<file path="config.mk">
export PLATFORM = sky130hd
export DESIGN_NAME = pwm_shadow_top
export DESIGN_NICKNAME = d
export VERILOG_FILES = /design/src/rtl/pwm_shadow_pkg.sv /design/src/rtl/pwm_period_ctr.sv /design/src/rtl/pwm_edge_regs.sv /design/src/rtl/pwm_chan_out.sv /design/src/rtl/pwm_shadow_top.sv
export SDC_FILE = /design/constraint.sdc
export NUM_CORES = 1
export LEC_CHECK = 0
export ABC_AREA = 1
export BUFFER_PORTS_ARGS = -buffer_cell sky130_fd_sc_hd__buf_2
export CAP_MARGIN = 20
export CORE_MARGIN = 5
export CORE_UTILIZATION = 65
export CTS_CLUSTER_SIZE = 20
export DETAILED_ROUTE_END_ITERATION = 8
export PLACE_DENSITY = 0.82
export REMOVE_ABC_BUFFERS = 1
export SLEW_MARGIN = 20
export SYNTH_ARGS = -nofsm -noshare
export SYNTH_HDL_FRONTEND = slang
export SYNTH_SLANG_ARGS = --single-unit
</file>
<file path="constraint.sdc">
create_clock -name clk_i -period 7.8 [get_ports clk_i]
set_input_delay 1.95 -clock clk_i [delete_from_list [all_inputs] [get_ports clk_i]]
set_output_delay 1.95 -clock clk_i [all_outputs]
set_load 0.01 [all_outputs]
</file>
<file path="src/rtl/pwm_shadow_pkg.sv">
package pwm_shadow_pkg;
  localparam int unsigned ADDR_W = 6;
  localparam logic [ADDR_W-1:0] A_PERIOD = 6'h00;
  localparam logic [ADDR_W-1:0] A_EN_LO  = 6'h01;
  localparam logic [ADDR_W-1:0] A_EN_HI  = 6'h02;
  localparam logic [ADDR_W-1:0] A_SYNC   = 6'h03;

  function automatic logic [ADDR_W-1:0] set_addr(input int c);
    return ADDR_W'(16 + 2 * c);
  endfunction

  function automatic logic [ADDR_W-1:0] clr_addr(input int c);
    return ADDR_W'(17 + 2 * c);
  endfunction
endpackage

</file>
<file path="src/rtl/pwm_period_ctr.sv">
module pwm_period_ctr #(
  parameter int unsigned CNT_W  = 8,
  parameter bit          SHADOW = 1'b0
) (
  input  logic             clk_i,
  input  logic             rst_ni,
  input  logic             we_i,
  input  logic [CNT_W-1:0] wdata_i,
  input  logic             commit_i,
  output logic [CNT_W-1:0] cnt_o,
  output logic             eop_o,
  output logic [CNT_W-1:0] per_o,
  output logic [CNT_W-1:0] per_stg_o
);
  logic [CNT_W-1:0] cnt_q, per_q;

  assign eop_o = (cnt_q >= per_q);
  assign cnt_o = cnt_q;
  assign per_o = per_q;

  always_ff @(posedge clk_i or negedge rst_ni) begin
    if (!rst_ni)    cnt_q <= '0;
    else if (eop_o) cnt_q <= '0;
    else            cnt_q <= cnt_q + 1'b1;
  end

  if (SHADOW) begin : g_shd
    logic [CNT_W-1:0] stg_q;
    always_ff @(posedge clk_i or negedge rst_ni) begin
      if (!rst_ni) begin
        stg_q <= '1;
        per_q <= '1;
      end else begin
        if (we_i)     stg_q <= wdata_i;
        if (commit_i) per_q <= stg_q;
      end
    end
    assign per_stg_o = stg_q;
  end else begin : g_dir
    logic unused_commit;
    assign unused_commit = commit_i;
    always_ff @(posedge clk_i or negedge rst_ni) begin
      if (!rst_ni)   per_q <= '1;
      else if (we_i) per_q <= wdata_i;
    end
    assign per_stg_o = per_q;
  end
endmodule

</file>
<file path="src/rtl/pwm_edge_regs.sv">
module pwm_edge_regs #(
  parameter int unsigned CNT_W  = 8,
  parameter bit          SHADOW = 1'b0
) (
  input  logic             clk_i,
  input  logic             rst_ni,
  input  logic             we_set_i,
  input  logic             we_clr_i,
  input  logic [CNT_W-1:0] wdata_i,
  input  logic             commit_i,
  output logic [CNT_W-1:0] set_o,
  output logic [CNT_W-1:0] clr_o
);
  logic [CNT_W-1:0] set_q, clr_q;
  assign set_o = set_q;
  assign clr_o = clr_q;

  if (SHADOW) begin : g_shd
    logic [CNT_W-1:0] set_stg_q, clr_stg_q;
    always_ff @(posedge clk_i or negedge rst_ni) begin
      if (!rst_ni) begin
        set_stg_q <= '0;
        clr_stg_q <= '0;
        set_q     <= '0;
        clr_q     <= '0;
      end else begin
        if (we_set_i) set_stg_q <= wdata_i;
        if (we_clr_i) clr_stg_q <= wdata_i;
        if (commit_i) begin
          set_q <= set_stg_q;
          clr_q <= clr_stg_q;
        end
      end
    end
  end else begin : g_dir
    logic unused_commit;
    assign unused_commit = commit_i;
    always_ff @(posedge clk_i or negedge rst_ni) begin
      if (!rst_ni) begin
        set_q <= '0;
        clr_q <= '0;
      end else begin
        if (we_set_i) set_q <= wdata_i;
        if (we_clr_i) clr_q <= wdata_i;
      end
    end
  end
endmodule

</file>
<file path="src/rtl/pwm_chan_out.sv">
module pwm_chan_out #(
  parameter int unsigned CNT_W = 8
) (
  input  logic             clk_i,
  input  logic             rst_ni,
  input  logic [CNT_W-1:0] cnt_i,
  input  logic [CNT_W-1:0] set_i,
  input  logic [CNT_W-1:0] clr_i,
  input  logic             en_i,
  output logic             out_o
);
  logic out_q, hit_set, hit_clr;
  assign hit_set = (cnt_i == set_i) && (set_i != clr_i);
  assign hit_clr = (cnt_i == clr_i);
  assign out_o   = out_q;

  always_ff @(posedge clk_i or negedge rst_ni) begin
    if (!rst_ni) out_q <= 1'b0;
    else         out_q <= en_i && (hit_set || (out_q && !hit_clr));
  end
endmodule

</file>
<file path="src/rtl/pwm_shadow_top.sv">
module pwm_shadow_top
  import pwm_shadow_pkg::*;
#(
  parameter int unsigned       NUM_CH      = 16,
  parameter int unsigned       CNT_W       = 8,
  parameter logic [NUM_CH-1:0] SHADOW_MASK = '0
) (
  input  logic              clk_i,
  input  logic              rst_ni,
  input  logic              we_i,
  input  logic [ADDR_W-1:0] addr_i,
  input  logic [CNT_W-1:0]  wdata_i,
  output logic [CNT_W-1:0]  rdata_o,
  output logic [NUM_CH-1:0] pwm_o
);
  localparam bit PER_SHADOW = |SHADOW_MASK;

  logic [CNT_W-1:0] cnt, per_act, per_stg;
  logic             eop, sync_q, sync_wr, commit;
  logic [NUM_CH-1:0] en_q;
  logic [15:0]       en_full;
  logic [NUM_CH-1:0][CNT_W-1:0] set_act, clr_act;

  assign sync_wr = we_i && (addr_i == A_SYNC) && wdata_i[0];
  assign commit  = sync_q && eop;
  assign en_full = 16'(en_q);

  always_ff @(posedge clk_i or negedge rst_ni) begin
    if (!rst_ni) sync_q <= 1'b0;
    else         sync_q <= (sync_q && !eop) || sync_wr;
  end

  always_ff @(posedge clk_i or negedge rst_ni) begin
    if (!rst_ni) en_q <= '0;
    else if (we_i) begin
      for (int c = 0; c < NUM_CH; c++) begin
        if (addr_i == ((c < 8) ? A_EN_LO : A_EN_HI)) en_q[c] <= wdata_i[c % 8];
      end
    end
  end

  pwm_period_ctr #(.CNT_W(CNT_W), .SHADOW(PER_SHADOW)) u_ctr (
    .clk_i     (clk_i),
    .rst_ni    (rst_ni),
    .we_i      (we_i && (addr_i == A_PERIOD)),
    .wdata_i   (wdata_i),
    .commit_i  (commit),
    .cnt_o     (cnt),
    .eop_o     (eop),
    .per_o     (per_act),
    .per_stg_o (per_stg)
  );

  for (genvar c = 0; c < NUM_CH; c++) begin : g_ch
    pwm_edge_regs #(.CNT_W(CNT_W), .SHADOW(SHADOW_MASK[c])) u_regs (
      .clk_i    (clk_i),
      .rst_ni   (rst_ni),
      .we_set_i (we_i && (addr_i == set_addr(c))),
      .we_clr_i (we_i && (addr_i == clr_addr(c))),
      .wdata_i  (wdata_i),
      .commit_i (commit),
      .set_o    (set_act[c]),
      .clr_o    (clr_act[c])
    );
    pwm_chan_out #(.CNT_W(CNT_W)) u_out (
      .clk_i  (clk_i),
      .rst_ni (rst_ni),
      .cnt_i  (cnt),
      .set_i  (set_act[c]),
      .clr_i  (clr_act[c]),
      .en_i   (en_q[c]),
      .out_o  (pwm_o[c])
    );
  end

  always_comb begin
    rdata_o = '0;
    if (addr_i == A_PERIOD)     rdata_o = per_act;
    else if (addr_i == A_EN_LO) rdata_o = CNT_W'(en_full[7:0]);
    else if (addr_i == A_EN_HI) rdata_o = CNT_W'(en_full[15:8]);
    else if (addr_i == A_SYNC)  rdata_o = CNT_W'(sync_q);
    for (int c = 0; c < NUM_CH; c++) begin
      if (addr_i == set_addr(c)) rdata_o = set_act[c];
      if (addr_i == clr_addr(c)) rdata_o = clr_act[c];
    end
  end
endmodule

</file>
# Yosys cells after proc, flatten, opt, wreduce, memory -nomap -nowiden
# Index checks and enable logic that the tools add are counted.
dict set report totals {
  ff_bits 305
  latchBits 0
  ramBits 0
  romBits 0
  in_bits 17
  out_inout_bits 24
  mem_count 0
}
dict set report op_classes {
  addsub 1
  n_mul 0
  n_div 0
  order_cmp 1
  n_eq_ne 83
  shifts 0
  mux 37
  bitwise_logic 0
  reduce_logical 121
}
# operator n
set op_table {}
lappend op_table {{8-bit two-way mux} 36}
lappend op_table {{8-bit equality test} 32}
lappend op_table {{8-bit inequality test} 16}
lappend op_table {{6-bit by 5-bit equality test with 1-bit output, second input constant} 16}
lappend op_table {{6-bit equality test, second input constant} 16}
lappend op_table {{1-bit logical AND} 84}
lappend op_table {{1-bit zero test} 17}
lappend op_table {{1-bit logical OR} 17}
lappend op_table {{6-bit by 2-bit equality test with 1-bit output, second input constant} 2}
lappend op_table {{8-bit by 1-bit adder with 8-bit output, second input constant} 1}
lappend op_table {{8-bit greater-or-equal comparator} 1}
lappend op_table {{6-bit by 1-bit equality test with 1-bit output, second input constant} 1}
lappend op_table {{6-bit zero test} 1}
lappend op_table {{2-bit AND reduction} 2}
lappend op_table {{1-bit two-way mux} 1}

# Longest topological paths before layout
# Gate-level depths: netlist of the first run.
dict set report logic_depth {
  word_depth 37
  mapped_depth 26
}

# Cells and area by module
# From an unflattened synthesis of the first run, not the netlist that was laid out.
dict set report hier_totals {
  cells_unflattened 3330
  area_unflattened_um2 21041.4
}
# module instances cells_per_inst area_each_um2 seq_area_each_um2
set modules_own_cells {}
lappend modules_own_cells {pwm_edge_regs 16 68 610.6 400.4}
lappend modules_own_cells {pwm_chan_out 16 88 426.7 25.0}
lappend modules_own_cells {pwm_shadow_top 1 732 3519.6 425.4}
lappend modules_own_cells {pwm_period_ctr 1 102 925.9 410.4}

# Worst setup path after synthesis of the first run
# No wires, ideal clock.
dict set report synth_timing {
  path_kind {input -> output}
  startpoint {input addr_i[2]}
  endpoint {output rdata_o[6]}
  arrival_ns 3.810
  t_required_ns 5.850
  setup_slack_ns 2.040
  stages 22
  path_cell_list {clkbuf_2 nor2_4 nand2_1 nor2_4 buf_6 nand2_1 nand2_1 nand3_1 nor2_1 nand4_1 nand2_1 nand4_1 nor2_1 nand3_1 nand2_1 nand4_1 nand2_1 nand4_1 nand2_1 nand4_1 nor2_1 nand4_1}
}
dict set report synth_between {
  elab_chain_cells 36
}
# item line
set synth_lines {}
lappend synth_lines {{start, declared} pwm_shadow_top.sv:11} ;# input logic [ADDR_W-1:0] addr_i,
lappend synth_lines {{6-bit by 2-bit equality test with 1-bit output} pwm_shadow_top.sv:80} ;# else if (addr_i == A_EN_HI) rdata_o = CNT_W'(en_full[15:8]);
lappend synth_lines {{8-bit two-way mux} pwm_shadow_top.sv:80}
lappend synth_lines {{8-bit two-way mux} pwm_shadow_top.sv:79} ;# else if (addr_i == A_EN_LO) rdata_o = CNT_W'(en_full[7:0]);
lappend synth_lines {{8-bit two-way mux} pwm_shadow_top.sv:78} ;# if (addr_i == A_PERIOD) rdata_o = per_act;
lappend synth_lines {{8-bit two-way mux} pwm_shadow_top.sv:83} ;# if (addr_i == set_addr(c)) rdata_o = set_act[c];
lappend synth_lines {{8-bit two-way mux} pwm_shadow_top.sv:84} ;# if (addr_i == clr_addr(c)) rdata_o = clr_act[c];
lappend synth_lines {{8-bit two-way mux} pwm_shadow_top.sv:83}
lappend synth_lines {{8-bit two-way mux} pwm_shadow_top.sv:84}
lappend synth_lines {{[20 not listed]} -}
lappend synth_lines {{8-bit two-way mux} pwm_shadow_top.sv:83}
lappend synth_lines {{8-bit two-way mux} pwm_shadow_top.sv:84}
lappend synth_lines {{8-bit two-way mux} pwm_shadow_top.sv:83}
lappend synth_lines {{8-bit two-way mux} pwm_shadow_top.sv:84}
lappend synth_lines {{8-bit two-way mux} pwm_shadow_top.sv:83}
lappend synth_lines {{8-bit two-way mux} pwm_shadow_top.sv:84}
lappend synth_lines {{8-bit two-way mux} pwm_shadow_top.sv:83}
lappend synth_lines {{8-bit two-way mux *} pwm_shadow_top.sv:84}
lappend synth_lines {{end, declared} pwm_shadow_top.sv:13} ;# output logic [CNT_W-1:0] rdata_o,
# Mark *: on every way between the ends. The rest lies on a longest branch, timed or not.

# Worst setup path after layout of the first run
dict set report layout_timing {
  startpoint {input addr_i[0]}
  endpoint {output rdata_o[2]}
}
# Same word-level chain as after synthesis.

==> results of run 1 <==
==> worst reg2reg max path, stage by stage, from the launching register on <==
cell and delay (ns):
sky130_fd_sc_hd__dfrtp_2 0.68, sky130_fd_sc_hd__buf_4 0.58, sky130_fd_sc_hd__inv_1 0.40, sky130_fd_sc_hd__nor3_1 0.26
sky130_fd_sc_hd__inv_1 0.09, sky130_fd_sc_hd__nor2_1 0.13, sky130_fd_sc_hd__nand3_1 0.10, sky130_fd_sc_hd__nor2_1 0.15
sky130_fd_sc_hd__xor2_1 0.17, sky130_fd_sc_hd__nor2_1 0.06
==> stage by stage <==
stage,hold slack [ns],setup slack (ns)
2_1_floorplan,0.453,2.10
3_3_place_gp,0.466,1.02
3_5_place_dp,0.473,0.909
4_1_cts,0.488,0.851
5_1_grt,0.501,0.473
6_report,0.488,0.728
==> power by group through the flow <==
| stage | Sequential [mW] | Combinational, mW | Clock (mW) |
|---|---|---|---|
| after detailed placement | 2.13 | 1.32 | 0 |
| after global routing | 2.14 | 1.50 | 1.86 |
| after floorplan | 2.08 | 0.891 | 0 |
| after CTS | 2.10 | 1.34 | 1.80 |
| final | 2.12 | 1.37 | 1.80 |
| after global placement | 2.13 | 1.28 | 0 |
==> per-layer routing <==
layer	up-vias	part of all wire [%]	global-route usage (%)	wire length [microns]
met5	-	0.043	0	27
met4	4	6.1	20.4	3880
met3	312	11	7.91	7150
met2	1204	43	60.2	27200
met1	8478	39	55.1	24900
li1	8095	-	-	-
==> area by class of cell <==
class | instances | area (sq um) | share of cell area [%]
clock buffers | 52 | 1100 | 5.48
diodes | 3 | 7.51 | 0.0373
inverters | 223 | 840 | 4.17
well taps | 378 | 473 | 2.35
repair buffers | 63 | 395 | 1.97
flip-flops and latches | 305 | 7650 | 38.0
clock inverters | 12 | 176 | 0.877
multi-input cells | 1814 | 9480 | 47.1
==> path summary, 6_finish.rpt <==
kind	startpoint	end	slack, ns	depth (start not counted)
max	addr_i[0]	rdata_o[2]	0.73	22
min	en_full[12]$_DFFE_PN0P_	en_full[12]$_DFFE_PN0P_	0.49	2
min reg2reg	en_full[12]$_DFFE_PN0P_	en_full[12]$_DFFE_PN0P_	0.49	2
max in group asynchronous	rst_ni	g_ch[0].u_regs.clr_o[1]$_DFFE_PN0P_	4.84	2
max reg2reg	u_ctr.cnt_o[1]$_DFF_PN0_	u_ctr.cnt_o[7]$_DFF_PN0_	5.06	9
min in group asynchronous	rst_ni	g_ch[4].u_regs.clr_o[7]$_DFFE_PN0P_	1.47	1
==> synthesized netlist by cell type, types with 12 or more instances <==
master                       n  area, sq um
sky130_fd_sc_hd__xnor2_1   158         1380
sky130_fd_sc_hd__a21oi_1    52          260
sky130_fd_sc_hd__inv_1     206          773
sky130_fd_sc_hd__nor4_1     17          106
sky130_fd_sc_hd__nor2_1     93          349
sky130_fd_sc_hd__nand2_1   783         2940
sky130_fd_sc_hd__o211ai_1   18          135
sky130_fd_sc_hd__o221ai_1   39          342
sky130_fd_sc_hd__xor2_1     49          429
sky130_fd_sc_hd__nand3_1    55          275
sky130_fd_sc_hd__buf_4      16          120
sky130_fd_sc_hd__clkbuf_1   97          364
sky130_fd_sc_hd__nand4_1    94          588
sky130_fd_sc_hd__nor3_1     12         60.1
sky130_fd_sc_hd__dfrtp_1   297         7430
sky130_fd_sc_hd__o21ai_0   313         1570
sky130_fd_sc_hd__or2_2      35          219
sky130_fd_sc_hd__o41ai_1    17          149
==> cells by family after synthesis <==
group                      after synthesis  share of synthesized area, %
AOI/OAI and AO/OA                      487                          15.3
xor gates and xnor gates               207                          9.79
adders and majority gates                9                         0.608
buffers and inverters                  351                          7.55
DFF                                    305                          41.3
and+or+nand+nor                       1111                          25.5
==> flip-flops by register name, indices dropped and copies added, names as in the netlist <==
name	cells
g_ch.u_out.out_o	16
u_ctr.per_o	8
en_full	16
u_ctr.cnt_o	8
g_ch.u_regs.clr_o	128
g_ch.u_regs.set_o	128
sync_q	1
==> impl_metrics.prom, run 1 <==
# TYPE chip_impl_metric gauge
chip_impl_info{name="status",value="completed"} 1
chip_impl_info{name="holdCritPathClass",value="flop to flop"} 1
chip_impl_metric{name="floorplan.die.width",unit="microns"} 179
chip_impl_info{name="grt_setup_unrepaired",value="false"} 1
chip_impl_metric{name="final_core_util",unit="%"} 72.0
chip_impl_info{name="cp_common_cell",value="sky130_fd_sc_hd__nand2_1"} 1
chip_impl_metric{name="slowest_delay",unit="ns"} 0.63
chip_impl_info{name="tritoncts",value="done"} 1
chip_impl_metric{name="timing.final.hold_violations",unit=""} 0
chip_impl_metric{name="finalMaxSlewViolations",unit=""} 0
chip_impl_metric{name="io_buffer_count",unit=""} 40
chip_impl_metric{name="drt_wl_total",unit="mm"} 63.2
chip_impl_metric{name="gp_congestion",unit=""} 0.995
chip_impl_metric{name="place_hpwl",unit="mm"} 39.8
chip_impl_metric{name="placed_area",unit="sq um"} 18800
chip_impl_metric{name="post_cts_resized",unit=""} 0
chip_impl_metric{name="power.share.switching",unit="%"} 34.4
chip_impl_metric{name="worst-slew-pin-transition",unit="ns"} 1.21
chip_impl_metric{name="ir_worst_vdd",unit="V"} 0.000205
chip_impl_metric{name="ant_nets",unit=""} 0
chip_impl_metric{name="maxClockFrequency",unit="MHz"} 141
chip_impl_info{name="yosys_most_used_dff",value="sky130_fd_sc_hd__dfrtp_1"} 1
chip_impl_metric{name="crit_path_max_fanout",unit=""} 11
chip_impl_metric{name="p_comb_share",unit="%"} 25.9
chip_impl_metric{name="grt_start_max_net_pins",unit=""} 119
chip_impl_metric{name="synth-edff-count",unit=""} 0
chip_impl_metric{name="syn_avg_cell_area",unit="sq um"} 7.50
chip_impl_metric{name="post_synth_num_cell_types",unit=""} 47
chip_impl_metric{name="grt_first_pass_wirelength",unit="mm"} 98.5
chip_impl_metric{name="number_of_global_route_vias_before_repair",unit=""} 17200
chip_impl_metric{name="synth-seq-area-share",unit="%"} 41.3
chip_impl_metric{name="finalNonFillerCells",unit=""} 2850
chip_impl_metric{name="track_usage",unit="%"} 39.9
chip_impl_metric{name="power_report.internal_total",unit="mW"} 3.47
chip_impl_metric{name="power.leakage",unit="nW"} 8.76
chip_impl_info{name="clock-root-buffer",value="sky130_fd_sc_hd__clkbuf_16"} 1
chip_impl_metric{name="cts_post_setup_buffers_inserted",unit=""} 0
chip_impl_metric{name="max_cap_viol_count",unit=""} 0
chip_impl_metric{name="critical_path_required",unit="ns"} 5.85
chip_impl_metric{name="final_cell_area",unit="sq um"} 20100
chip_impl_metric{name="nFillCells",unit=""} 2297
chip_impl_info{name="critical_path.endpoint_type",value="output port"} 1
chip_impl_info{name="family_with_the_most_delay_on_the_worst_path",value="simple AND/OR/NAND/NOR gates"} 1
chip_impl_metric{name="core",unit="sq um"} 27900
chip_impl_metric{name="power.share.clock",unit="%"} 34.0
chip_impl_metric{name="min_period_over_period",unit="%"} 90.7
chip_impl_metric{name="route.detailed.wl_per_inst",unit="microns"} 22.2
chip_impl_metric{name="drt_first_iter_violations",unit=""} 2381
chip_impl_metric{name="die_height",unit="microns"} 179
chip_impl_metric{name="clock_tree.buffer_depth",unit=""} 3
chip_impl_metric{name="route.detailed.drc",unit=""} 0
chip_impl_metric{name="path_clk_slew",unit="ns"} 0.06
chip_impl_metric{name="initial_antenna_violation_count",unit=""} 4
chip_impl_metric{name="area_growth_syn_to_layout",unit="%"} 8.65
chip_impl_metric{name="report.final.setup_viol",unit=""} 0
chip_impl_metric{name="tritoncts.num_buffers",unit=""} 36
chip_impl_metric{name="fin_skew",unit="ns"} 0.0145
chip_impl_metric{name="globalRoute.totalOverflow",unit=""} 0
chip_impl_metric{name="worstPathArrival",unit="ns"} 5.12
chip_impl_metric{name="design.portCount",unit=""} 41
chip_impl_metric{name="drt-vias-per-instance",unit=""} 6.35
chip_impl_metric{name="cts_hold_bufs",unit=""} 0
chip_impl_metric{name="worst_skew_pair.late_latency",unit="ns"} 0.53
chip_impl_metric{name="clock_sink_count",unit=""} 305
chip_impl_metric{name="vias",unit=""} 18100
chip_impl_metric{name="seq_power_share",unit="%"} 40.1
chip_impl_metric{name="reported_net_switching_power",unit="mW"} 1.82
chip_impl_metric{name="yosys_warnings",unit=""} 0
chip_impl_metric{name="nets",unit=""} 2469
chip_impl_metric{name="start_util",unit="%"} 66.3
chip_impl_metric{name="syn_area",unit="sq um"} 18500
chip_impl_metric{name="power.density",unit="nW/um^2"} 263
chip_impl_metric{name="total_power",unit="mW"} 5.29
chip_impl_metric{name="drive_gt1_share",unit="%"} 8.02
chip_impl_metric{name="maxSlewHeadroom",unit="%"} 19.1
chip_impl_metric{name="firstDrtPassIters",unit=""} 6
chip_impl_info{name="crit_slowest_cell",value="sky130_fd_sc_hd__nor2_1"} 1
chip_impl_metric{name="synth-seq-cells",unit=""} 305
chip_impl_info{name="timing.setup.critical_path_class",value="primary input to output port"} 1
chip_impl_info{name="cp_cell_sequence",value="buf_2 > nor2_1 > nand3_1 > nor2_1 > nand2_1 > nand2_1 > nand3_1 > o21ai_0 > nand4_1 > nand2_1 > nand4_1 > nand2_1 > nand4_1 > nand2_1 > nand3_1 > nand2_1 > nand4_1 > nand2_1 > nand4_1 > nand2_1 > nand2_1 > buf_2"} 1
chip_impl_metric{name="dieArea",unit="sq um"} 32000
chip_impl_metric{name="asyncSetResetFlopFracSynth",unit="%"} 100
chip_impl_info{name="layout_commonest_cell",value="sky130_fd_sc_hd__nand2_1"} 1
chip_impl_info{name="mostFrequentLayoutCells",value="sky130_fd_sc_hd__nand2_1, sky130_fd_sc_hd__o21ai_0, sky130_fd_sc_hd__dfrtp_1"} 1
chip_impl_metric{name="placed_cells_incl_taps",unit=""} 2783
chip_impl_metric{name="setup_tns",unit="ns"} 0
chip_impl_metric{name="worst-path-buf-inv",unit=""} 2
chip_impl_metric{name="netlist_instances",unit=""} 2470
chip_impl_info{name="cp-start-kind",value="primary input"} 1
chip_impl_metric{name="layout_min_cycle_time",unit="ns"} 7.07
chip_impl_metric{name="row_count",unit=""} 61
chip_impl_metric{name="deepest_level_of_the_cts_h_tree",unit=""} 2
Note: power is estimated with default switching activity, not from simulation.
==> run 2: changes to the inputs <==
--- a/config.mk
+++ b/config.mk
@@ -7,12 +7,13 @@
 export LEC_CHECK = 0
 export ABC_AREA = 1
 export BUFFER_PORTS_ARGS = -buffer_cell sky130_fd_sc_hd__buf_2
-export CAP_MARGIN = 20
-export CORE_MARGIN = 5
-export CORE_UTILIZATION = 65
+export CAP_MARGIN = 10
+export CELL_PAD_IN_SITES_DETAIL_PLACEMENT = 2
+export CELL_PAD_IN_SITES_GLOBAL_PLACEMENT = 2
+export CORE_UTILIZATION = 41
 export CTS_CLUSTER_SIZE = 20
 export DETAILED_ROUTE_END_ITERATION = 8
-export PLACE_DENSITY = 0.82
+export PLACE_DENSITY_LB_ADDON = 0.1
 export REMOVE_ABC_BUFFERS = 1
 export SLEW_MARGIN = 20
 export SYNTH_ARGS = -nofsm -noshare
==> impl_metrics.prom, run 2 (same netlist as run 1, synthesis figures left out) <==
# TYPE chip_impl_metric gauge
chip_impl_metric{name="ir_worst_vdd",unit="V"} 0.000217
chip_impl_metric{name="initial_antenna_violation_count",unit=""} 8
chip_impl_metric{name="track_usage",unit="%"} 35.6
chip_impl_metric{name="grt_first_pass_wirelength",unit="mm"} 124
chip_impl_metric{name="worst_skew_pair.late_latency",unit="ns"} 0.57
chip_impl_metric{name="place_hpwl",unit="mm"} 53.7
chip_impl_metric{name="die_height",unit="microns"} 215
chip_impl_metric{name="report.final.setup_viol",unit=""} 0
chip_impl_metric{name="placed_area",unit="sq um"} 19100
chip_impl_metric{name="clock_sink_count",unit=""} 305
chip_impl_metric{name="io_buffer_count",unit=""} 40
chip_impl_metric{name="power.density",unit="nW/um^2"} 270
chip_impl_metric{name="final_cell_area",unit="sq um"} 20500
chip_impl_metric{name="globalRoute.totalOverflow",unit=""} 0
chip_impl_metric{name="vias",unit=""} 18300
chip_impl_metric{name="cts_post_setup_buffers_inserted",unit=""} 0
chip_impl_info{name="cp-start-kind",value="primary input"} 1
chip_impl_info{name="mostFrequentLayoutCells",value="sky130_fd_sc_hd__nand2_1, sky130_fd_sc_hd__o21ai_0, sky130_fd_sc_hd__dfrtp_1"} 1
chip_impl_metric{name="cts_hold_bufs",unit=""} 0
chip_impl_metric{name="row_count",unit=""} 77
chip_impl_metric{name="maxClockFrequency",unit="MHz"} 138
chip_impl_metric{name="drt_wl_total",unit="mm"} 81.6
chip_impl_metric{name="firstDrtPassIters",unit=""} 4
chip_impl_metric{name="route.detailed.drc",unit=""} 0
chip_impl_info{name="clock-root-buffer",value="sky130_fd_sc_hd__clkbuf_16"} 1
chip_impl_metric{name="r2r.worst_path.cells",unit=""} 8
chip_impl_metric{name="fin_skew",unit="ns"} 0.0101
chip_impl_info{name="worst_hold_startpoint",value="en_full[9]$_DFFE_PN0P_"} 1
chip_impl_metric{name="floorplan.die.width",unit="microns"} 215
chip_impl_info{name="timing.setup.critical_path_class",value="primary input to output port"} 1
chip_impl_metric{name="drive_gt1_share",unit="%"} 8.43
chip_impl_metric{name="number_of_global_route_vias_before_repair",unit=""} 20000
chip_impl_metric{name="nets",unit=""} 2476
chip_impl_info{name="status",value="completed"} 1
chip_impl_metric{name="tritoncts.num_buffers",unit=""} 38
chip_impl_metric{name="crit_path_max_fanout",unit=""} 11
chip_impl_metric{name="timing.final.hold_violations",unit=""} 0
chip_impl_metric{name="ff2ff_setup_slack",unit="ns"} 5.02
chip_impl_metric{name="min_period_over_period",unit="%"} 92.9
chip_impl_metric{name="drt_first_iter_violations",unit=""} 1370
chip_impl_metric{name="dieArea",unit="sq um"} 46000
chip_impl_info{name="regToRegStartpoint",value="u_ctr.cnt_o[3]$_DFF_PN0_"} 1
chip_impl_metric{name="clock_tree.buffer_depth",unit=""} 3
chip_impl_metric{name="core",unit="sq um"} 44400
chip_impl_info{name="critical_path.endpoint_type",value="output port"} 1
chip_impl_metric{name="max_cap_viol_count",unit=""} 0
chip_impl_metric{name="route.detailed.wl_per_inst",unit="microns"} 26.5
chip_impl_metric{name="maxSlewHeadroom",unit="%"} 17.7
chip_impl_metric{name="start_util",unit="%"} 41.7
chip_impl_metric{name="post_cts_resized",unit=""} 0
chip_impl_metric{name="grt_start_max_net_pins",unit=""} 117
chip_impl_metric{name="area_growth_syn_to_layout",unit="%"} 10.6
chip_impl_metric{name="ant_nets",unit=""} 0
chip_impl_info{name="worstReg2RegEnd",value="g_ch[10].u_out.out_o$_DFF_PN0_"} 1
chip_impl_metric{name="worst-slew-pin-transition",unit="ns"} 1.24
chip_impl_info{name="worstHoldEndpoint",value="en_full[9]$_DFFE_PN0P_"} 1
chip_impl_metric{name="gp_congestion",unit=""} 0.887
chip_impl_metric{name="hold_path_depth",unit=""} 2
chip_impl_metric{name="drt-vias-per-instance",unit=""} 5.96
chip_impl_metric{name="setup_tns",unit="ns"} 0
chip_impl_metric{name="path_clk_slew",unit="ns"} 0.07
chip_impl_metric{name="layout_min_cycle_time",unit="ns"} 7.24
chip_impl_metric{name="deepest_level_of_the_cts_h_tree",unit=""} 2
chip_impl_metric{name="finalMaxSlewViolations",unit=""} 0
chip_impl_metric{name="critical_path_required",unit="ns"} 5.85
chip_impl_metric{name="design.portCount",unit=""} 41
chip_impl_metric{name="total_power",unit="mW"} 5.53
chip_impl_metric{name="final_core_util",unit="%"} 46.1
chip_impl_info{name="tritoncts",value="done"} 1
chip_impl_info{name="holdCritPathClass",value="flop to flop"} 1
chip_impl_info{name="layout_commonest_cell",value="sky130_fd_sc_hd__nand2_1"} 1
chip_impl_info{name="grt_setup_unrepaired",value="false"} 1
chip_impl_metric{name="power.leakage",unit="nW"} 8.78
chip_impl_metric{name="worstPathArrival",unit="ns"} 5.29
## run 2: area by class of cell
type                       count  area, sq um
inverter                     223          840
timing repair buffer          68          433
clock buffer                  53         1140
sequential                   305         7650
multi-input combinational   1814         9480
antenna                        4         10.0
fill                        5142        23900
tap                          592          741
clock inverter                16          195
## run 2: through the flow
stage	setup WS, ns	instances	hold WS, ns
global placement	0.847	3002	0.466
global route	0.233	3073	0.505
detailed placement	0.755	3002	0.475
finish	0.557	3075	0.485
CTS	0.679	3071	0.491
floorplan	2.10	2342	0.453
## run 2: worst max-delay path, stage by stage
cell	delay, ns
sky130_fd_sc_hd__buf_2	0.13
sky130_fd_sc_hd__nor2_1	0.28
sky130_fd_sc_hd__nand3_1	0.28
sky130_fd_sc_hd__nor2_1	0.70
sky130_fd_sc_hd__a21oi_1	0.12
sky130_fd_sc_hd__nand2_1	0.12
sky130_fd_sc_hd__nand4_1	0.11
sky130_fd_sc_hd__nand2_1	0.12
sky130_fd_sc_hd__nand4_1	0.08
sky130_fd_sc_hd__nor2_1	0.10
sky130_fd_sc_hd__nand4_1	0.10
sky130_fd_sc_hd__nand2_1	0.11
sky130_fd_sc_hd__nand4_1	0.16
sky130_fd_sc_hd__nand2_1	0.11
sky130_fd_sc_hd__nand4_1	0.08
sky130_fd_sc_hd__nand2_1	0.10
sky130_fd_sc_hd__nand4_1	0.13
sky130_fd_sc_hd__nand2_1	0.11
sky130_fd_sc_hd__nand2_1	0.06
sky130_fd_sc_hd__nand2_1	0.10
sky130_fd_sc_hd__nand3_1	0.08
sky130_fd_sc_hd__buf_2	0.15
## run 2: worst max path at each step
stage                     slack, ns      start    endpoint  cells past startpoint
after floorplan                2.10  addr_i[0]  rdata_o[4]                     20
after global placement         0.85  addr_i[2]  rdata_o[6]                     25
after detailed placement       0.75  addr_i[0]  rdata_o[2]                     22
after CTS                      0.68  addr_i[0]  rdata_o[2]                     22
after global routing           0.23  addr_i[0]  rdata_o[2]                     22
final                          0.56  addr_i[0]  rdata_o[4]                     22
## run 2: where the power goes
group / total [mW] / leakage [nW] / internal [mW] / switching [mW]
sequential: 2.14 / 4.05 / 1.79 / 0.346
combinational: 1.47 / 4.08 / 0.565 / 0.909
clock: 1.92 / 0.654 / 1.16 / 0.759
total: 5.53 / 8.78 / 3.51 / 2.01
## run 2: routing by layer
layer  global-route usage, %  part of all wire (%)  vias to the layer above
li1                        -                     -                     8090
met1                    47.8                    44                     9570
met2                    58.3                    47                      491
met3                    5.53                   5.6                      179
met4                    12.5                   3.5                        6
met5                       0                 0.042                        -
==> run 3: changes to the inputs <==
--- a/config.mk
+++ b/config.mk
@@ -13,7 +13,7 @@
 export CORE_UTILIZATION = 41
 export CTS_CLUSTER_SIZE = 20
 export DETAILED_ROUTE_END_ITERATION = 8
-export PLACE_DENSITY_LB_ADDON = 0.1
+export PLACE_DENSITY = 0.83
 export REMOVE_ABC_BUFFERS = 1
 export SLEW_MARGIN = 20
 export SYNTH_ARGS = -nofsm -noshare
==> impl_metrics.prom, run 3 (same netlist as run 1, synthesis figures left out) <==
# TYPE chip_impl_metric gauge
chip_impl_metric{name="worst_skew_pair.late_latency",unit="ns"} 0.57
chip_impl_metric{name="cts_hold_bufs",unit=""} 0
chip_impl_metric{name="finalMaxSlewViolations",unit=""} 0
chip_impl_metric{name="start_util",unit="%"} 41.7
chip_impl_metric{name="power.leakage",unit="nW"} 8.74
chip_impl_metric{name="maxSlewHeadroom",unit="%"} 23.3
chip_impl_info{name="critical_path.endpoint_type",value="output port"} 1
chip_impl_metric{name="place_hpwl",unit="mm"} 53.4
chip_impl_info{name="clock-root-buffer",value="sky130_fd_sc_hd__clkbuf_16"} 1
chip_impl_metric{name="ant_nets",unit=""} 0
chip_impl_metric{name="row_count",unit=""} 77
chip_impl_metric{name="initial_antenna_violation_count",unit=""} 5
chip_impl_metric{name="route.detailed.wl_per_inst",unit="microns"} 27.1
chip_impl_metric{name="grt_start_max_net_pins",unit=""} 120
chip_impl_info{name="mostFrequentLayoutCells",value="sky130_fd_sc_hd__nand2_1, sky130_fd_sc_hd__o21ai_0, sky130_fd_sc_hd__dfrtp_1"} 1
chip_impl_metric{name="nFillCells",unit=""} 5156
chip_impl_metric{name="drt-vias-per-instance",unit=""} 6.01
chip_impl_metric{name="core",unit="sq um"} 44400
chip_impl_metric{name="final_cell_area",unit="sq um"} 20400
chip_impl_metric{name="die_height",unit="microns"} 215
chip_impl_metric{name="vias",unit=""} 18500
chip_impl_info{name="cp-start-kind",value="primary input"} 1
chip_impl_metric{name="drive_gt1_share",unit="%"} 8.03
chip_impl_metric{name="gp_congestion",unit=""} 0.906
chip_impl_info{name="status",value="completed"} 1
chip_impl_metric{name="io_buffer_count",unit=""} 40
chip_impl_metric{name="tritoncts.num_buffers",unit=""} 39
chip_impl_metric{name="min_period_over_period",unit="%"} 92.1
chip_impl_metric{name="final_core_util",unit="%"} 46.0
chip_impl_metric{name="nets",unit=""} 2477
chip_impl_info{name="tritoncts",value="done"} 1
chip_impl_metric{name="slowest_delay",unit="ns"} 0.66
chip_impl_metric{name="maxClockFrequency",unit="MHz"} 139
chip_impl_metric{name="firstDrtPassIters",unit=""} 5
chip_impl_info{name="crit_slowest_cell",value="sky130_fd_sc_hd__nor2_1"} 1
chip_impl_metric{name="worst-slew-pin-transition",unit="ns"} 1.15
chip_impl_metric{name="area_growth_syn_to_layout",unit="%"} 10.2
chip_impl_metric{name="critical_path_required",unit="ns"} 5.85
chip_impl_metric{name="floorplan.die.width",unit="microns"} 215
chip_impl_metric{name="deepest_level_of_the_cts_h_tree",unit=""} 2
chip_impl_metric{name="layout_min_cycle_time",unit="ns"} 7.18
chip_impl_metric{name="report.final.setup_viol",unit=""} 0
chip_impl_info{name="cp_cell_sequence",value="buf_2 > nor2_1 > nand3_1 > nor2_1 > nand2_1 > nand2_1 > nand3_1 > o21ai_0 > nand4_1 > nand2_1 > nand4_1 > nand2_1 > nand4_1 > nand2_1 > nand3_1 > nand2_1 > nand4_1 > nand2_1 > nand4_1 > nand2_1 > nand2_1 > buf_2"} 1
chip_impl_metric{name="post_cts_resized",unit=""} 0
chip_impl_metric{name="track_usage",unit="%"} 36.6
chip_impl_metric{name="fin_skew",unit="ns"} 0.00924
chip_impl_metric{name="route.detailed.drc",unit=""} 0
chip_impl_info{name="holdCritPathClass",value="flop to flop"} 1
chip_impl_metric{name="dieArea",unit="sq um"} 46000
chip_impl_metric{name="grt_first_pass_wirelength",unit="mm"} 128
chip_impl_metric{name="clock_sink_count",unit=""} 305
chip_impl_metric{name="globalRoute.totalOverflow",unit=""} 0
chip_impl_metric{name="number_of_global_route_vias_before_repair",unit=""} 20300
chip_impl_metric{name="clock_tree.buffer_depth",unit=""} 3
chip_impl_metric{name="drt_first_iter_violations",unit=""} 1321
chip_impl_metric{name="power.density",unit="nW/um^2"} 268
chip_impl_metric{name="path_clk_slew",unit="ns"} 0.06
chip_impl_metric{name="max_cap_viol_count",unit=""} 0
chip_impl_info{name="grt_setup_unrepaired",value="false"} 1
chip_impl_info{name="cp_common_cell",value="sky130_fd_sc_hd__nand2_1"} 1
chip_impl_metric{name="crit_path_max_fanout",unit=""} 11
chip_impl_metric{name="setup_tns",unit="ns"} 0
chip_impl_metric{name="timing.final.hold_violations",unit=""} 0
chip_impl_metric{name="worstPathArrival",unit="ns"} 5.23
chip_impl_info{name="timing.setup.critical_path_class",value="primary input to output port"} 1
chip_impl_metric{name="drt_wl_total",unit="mm"} 83.4
chip_impl_metric{name="ir_worst_vdd",unit="V"} 0.000365
chip_impl_metric{name="cts_post_setup_buffers_inserted",unit=""} 0
chip_impl_info{name="layout_commonest_cell",value="sky130_fd_sc_hd__nand2_1"} 1
chip_impl_metric{name="placed_area",unit="sq um"} 19100
chip_impl_metric{name="design.portCount",unit=""} 41
run 3: cell count changes in the layout (fill, tap and decap cells not counted):
cell | previous run | this run
sky130_fd_sc_hd__clkinv_4 | 2 | 0
sky130_fd_sc_hd__clkinvlp_4 | 3 | 1
sky130_fd_sc_hd__clkbuf_1 | 5 | 14
sky130_fd_sc_hd__inv_2 | 11 | 10
sky130_fd_sc_hd__clkbuf_8 | 7 | 6
sky130_fd_sc_hd__diode_2 | 4 | 6
sky130_fd_sc_hd__clkinv_1 | 14 | 13
sky130_fd_sc_hd__bufinv_16 | 4 | 2
sky130_fd_sc_hd__clkinv_2 | 7 | 5
sky130_fd_sc_hd__inv_1 | 197 | 199
run 3: critical path, delay by kind of cell:
| family | cells | cell delay [ns] |
|---|---|---|
| buffers and inverters | 2 | 0.27 |
| AOI/OAI and AO/OA | 1 | 0.16 |
| and+or+nand+nor | 19 | 2.83 |
run 3: area by class of cell:
class	count	area [sq um]	area share, %
inverters	223	840	4.11
multi-input cells	1814	9480	46.4
diodes	6	15.0	0.0736
clock inverters	8	92.6	0.454
clock buffers	61	1160	5.69
repair buffers	68	433	2.12
flip-flops and latches	305	7650	37.5
well taps	592	741	3.63
run 3: power by group:
part	switching (mW)	internal (mW)	total (mW)
sequential	0.341	1.79	2.13
combinational	0.941	0.566	1.51
clock	0.749	1.09	1.83
total	2.03	3.44	5.48
run 3: per-layer routing:
metal	global-route usage (%)	vias to the layer above	routed length, microns	part of all wire [%]
met2	60.8	581	39900	48
met5	0	-	24	0.029
met1	48.3	9640	36100	43
li1	-	8096	-	-
met3	5.25	183	4700	5.6
met4	14.2	4	2730	3.3
run 3: worst paths after layout:
| check | start | endpoint | slack, ns | cells after the start |
|---|---|---|---|---|
| max | addr_i[0] | rdata_o[2] | 0.62 | 22 |
| min | en_full[9]$_DFFE_PN0P_ | en_full[9]$_DFFE_PN0P_ | 0.49 | 2 |
| max reg2reg | u_ctr.cnt_o[6]$_DFF_PN0_ | g_ch[13].u_out.out_o$_DFF_PN0_ | 4.62 | 8 |
| min reg2reg | en_full[9]$_DFFE_PN0P_ | en_full[9]$_DFFE_PN0P_ | 0.49 | 2 |
| max in group asynchronous | rst_ni | u_ctr.cnt_o[5]$_DFF_PN0_ | 5.08 | 2 |
| min in group asynchronous | rst_ni | g_ch[5].u_regs.clr_o[4]$_DFFE_PN0P_ | 1.33 | 1 |
run 3: per-stage QoR:
step	worst slack, ns	hold slack (ns)	cells	power, mW
3_5_place_dp	0.722	0.489	3002	3.60
5_1_grt	0.357	0.517	3073	5.70
2_1_floorplan	2.10	0.453	2342	2.97
6_report	0.619	0.492	3077	5.48
4_1_cts	0.667	0.499	3071	5.48
3_3_place_gp	0.883	0.466	3002	3.49
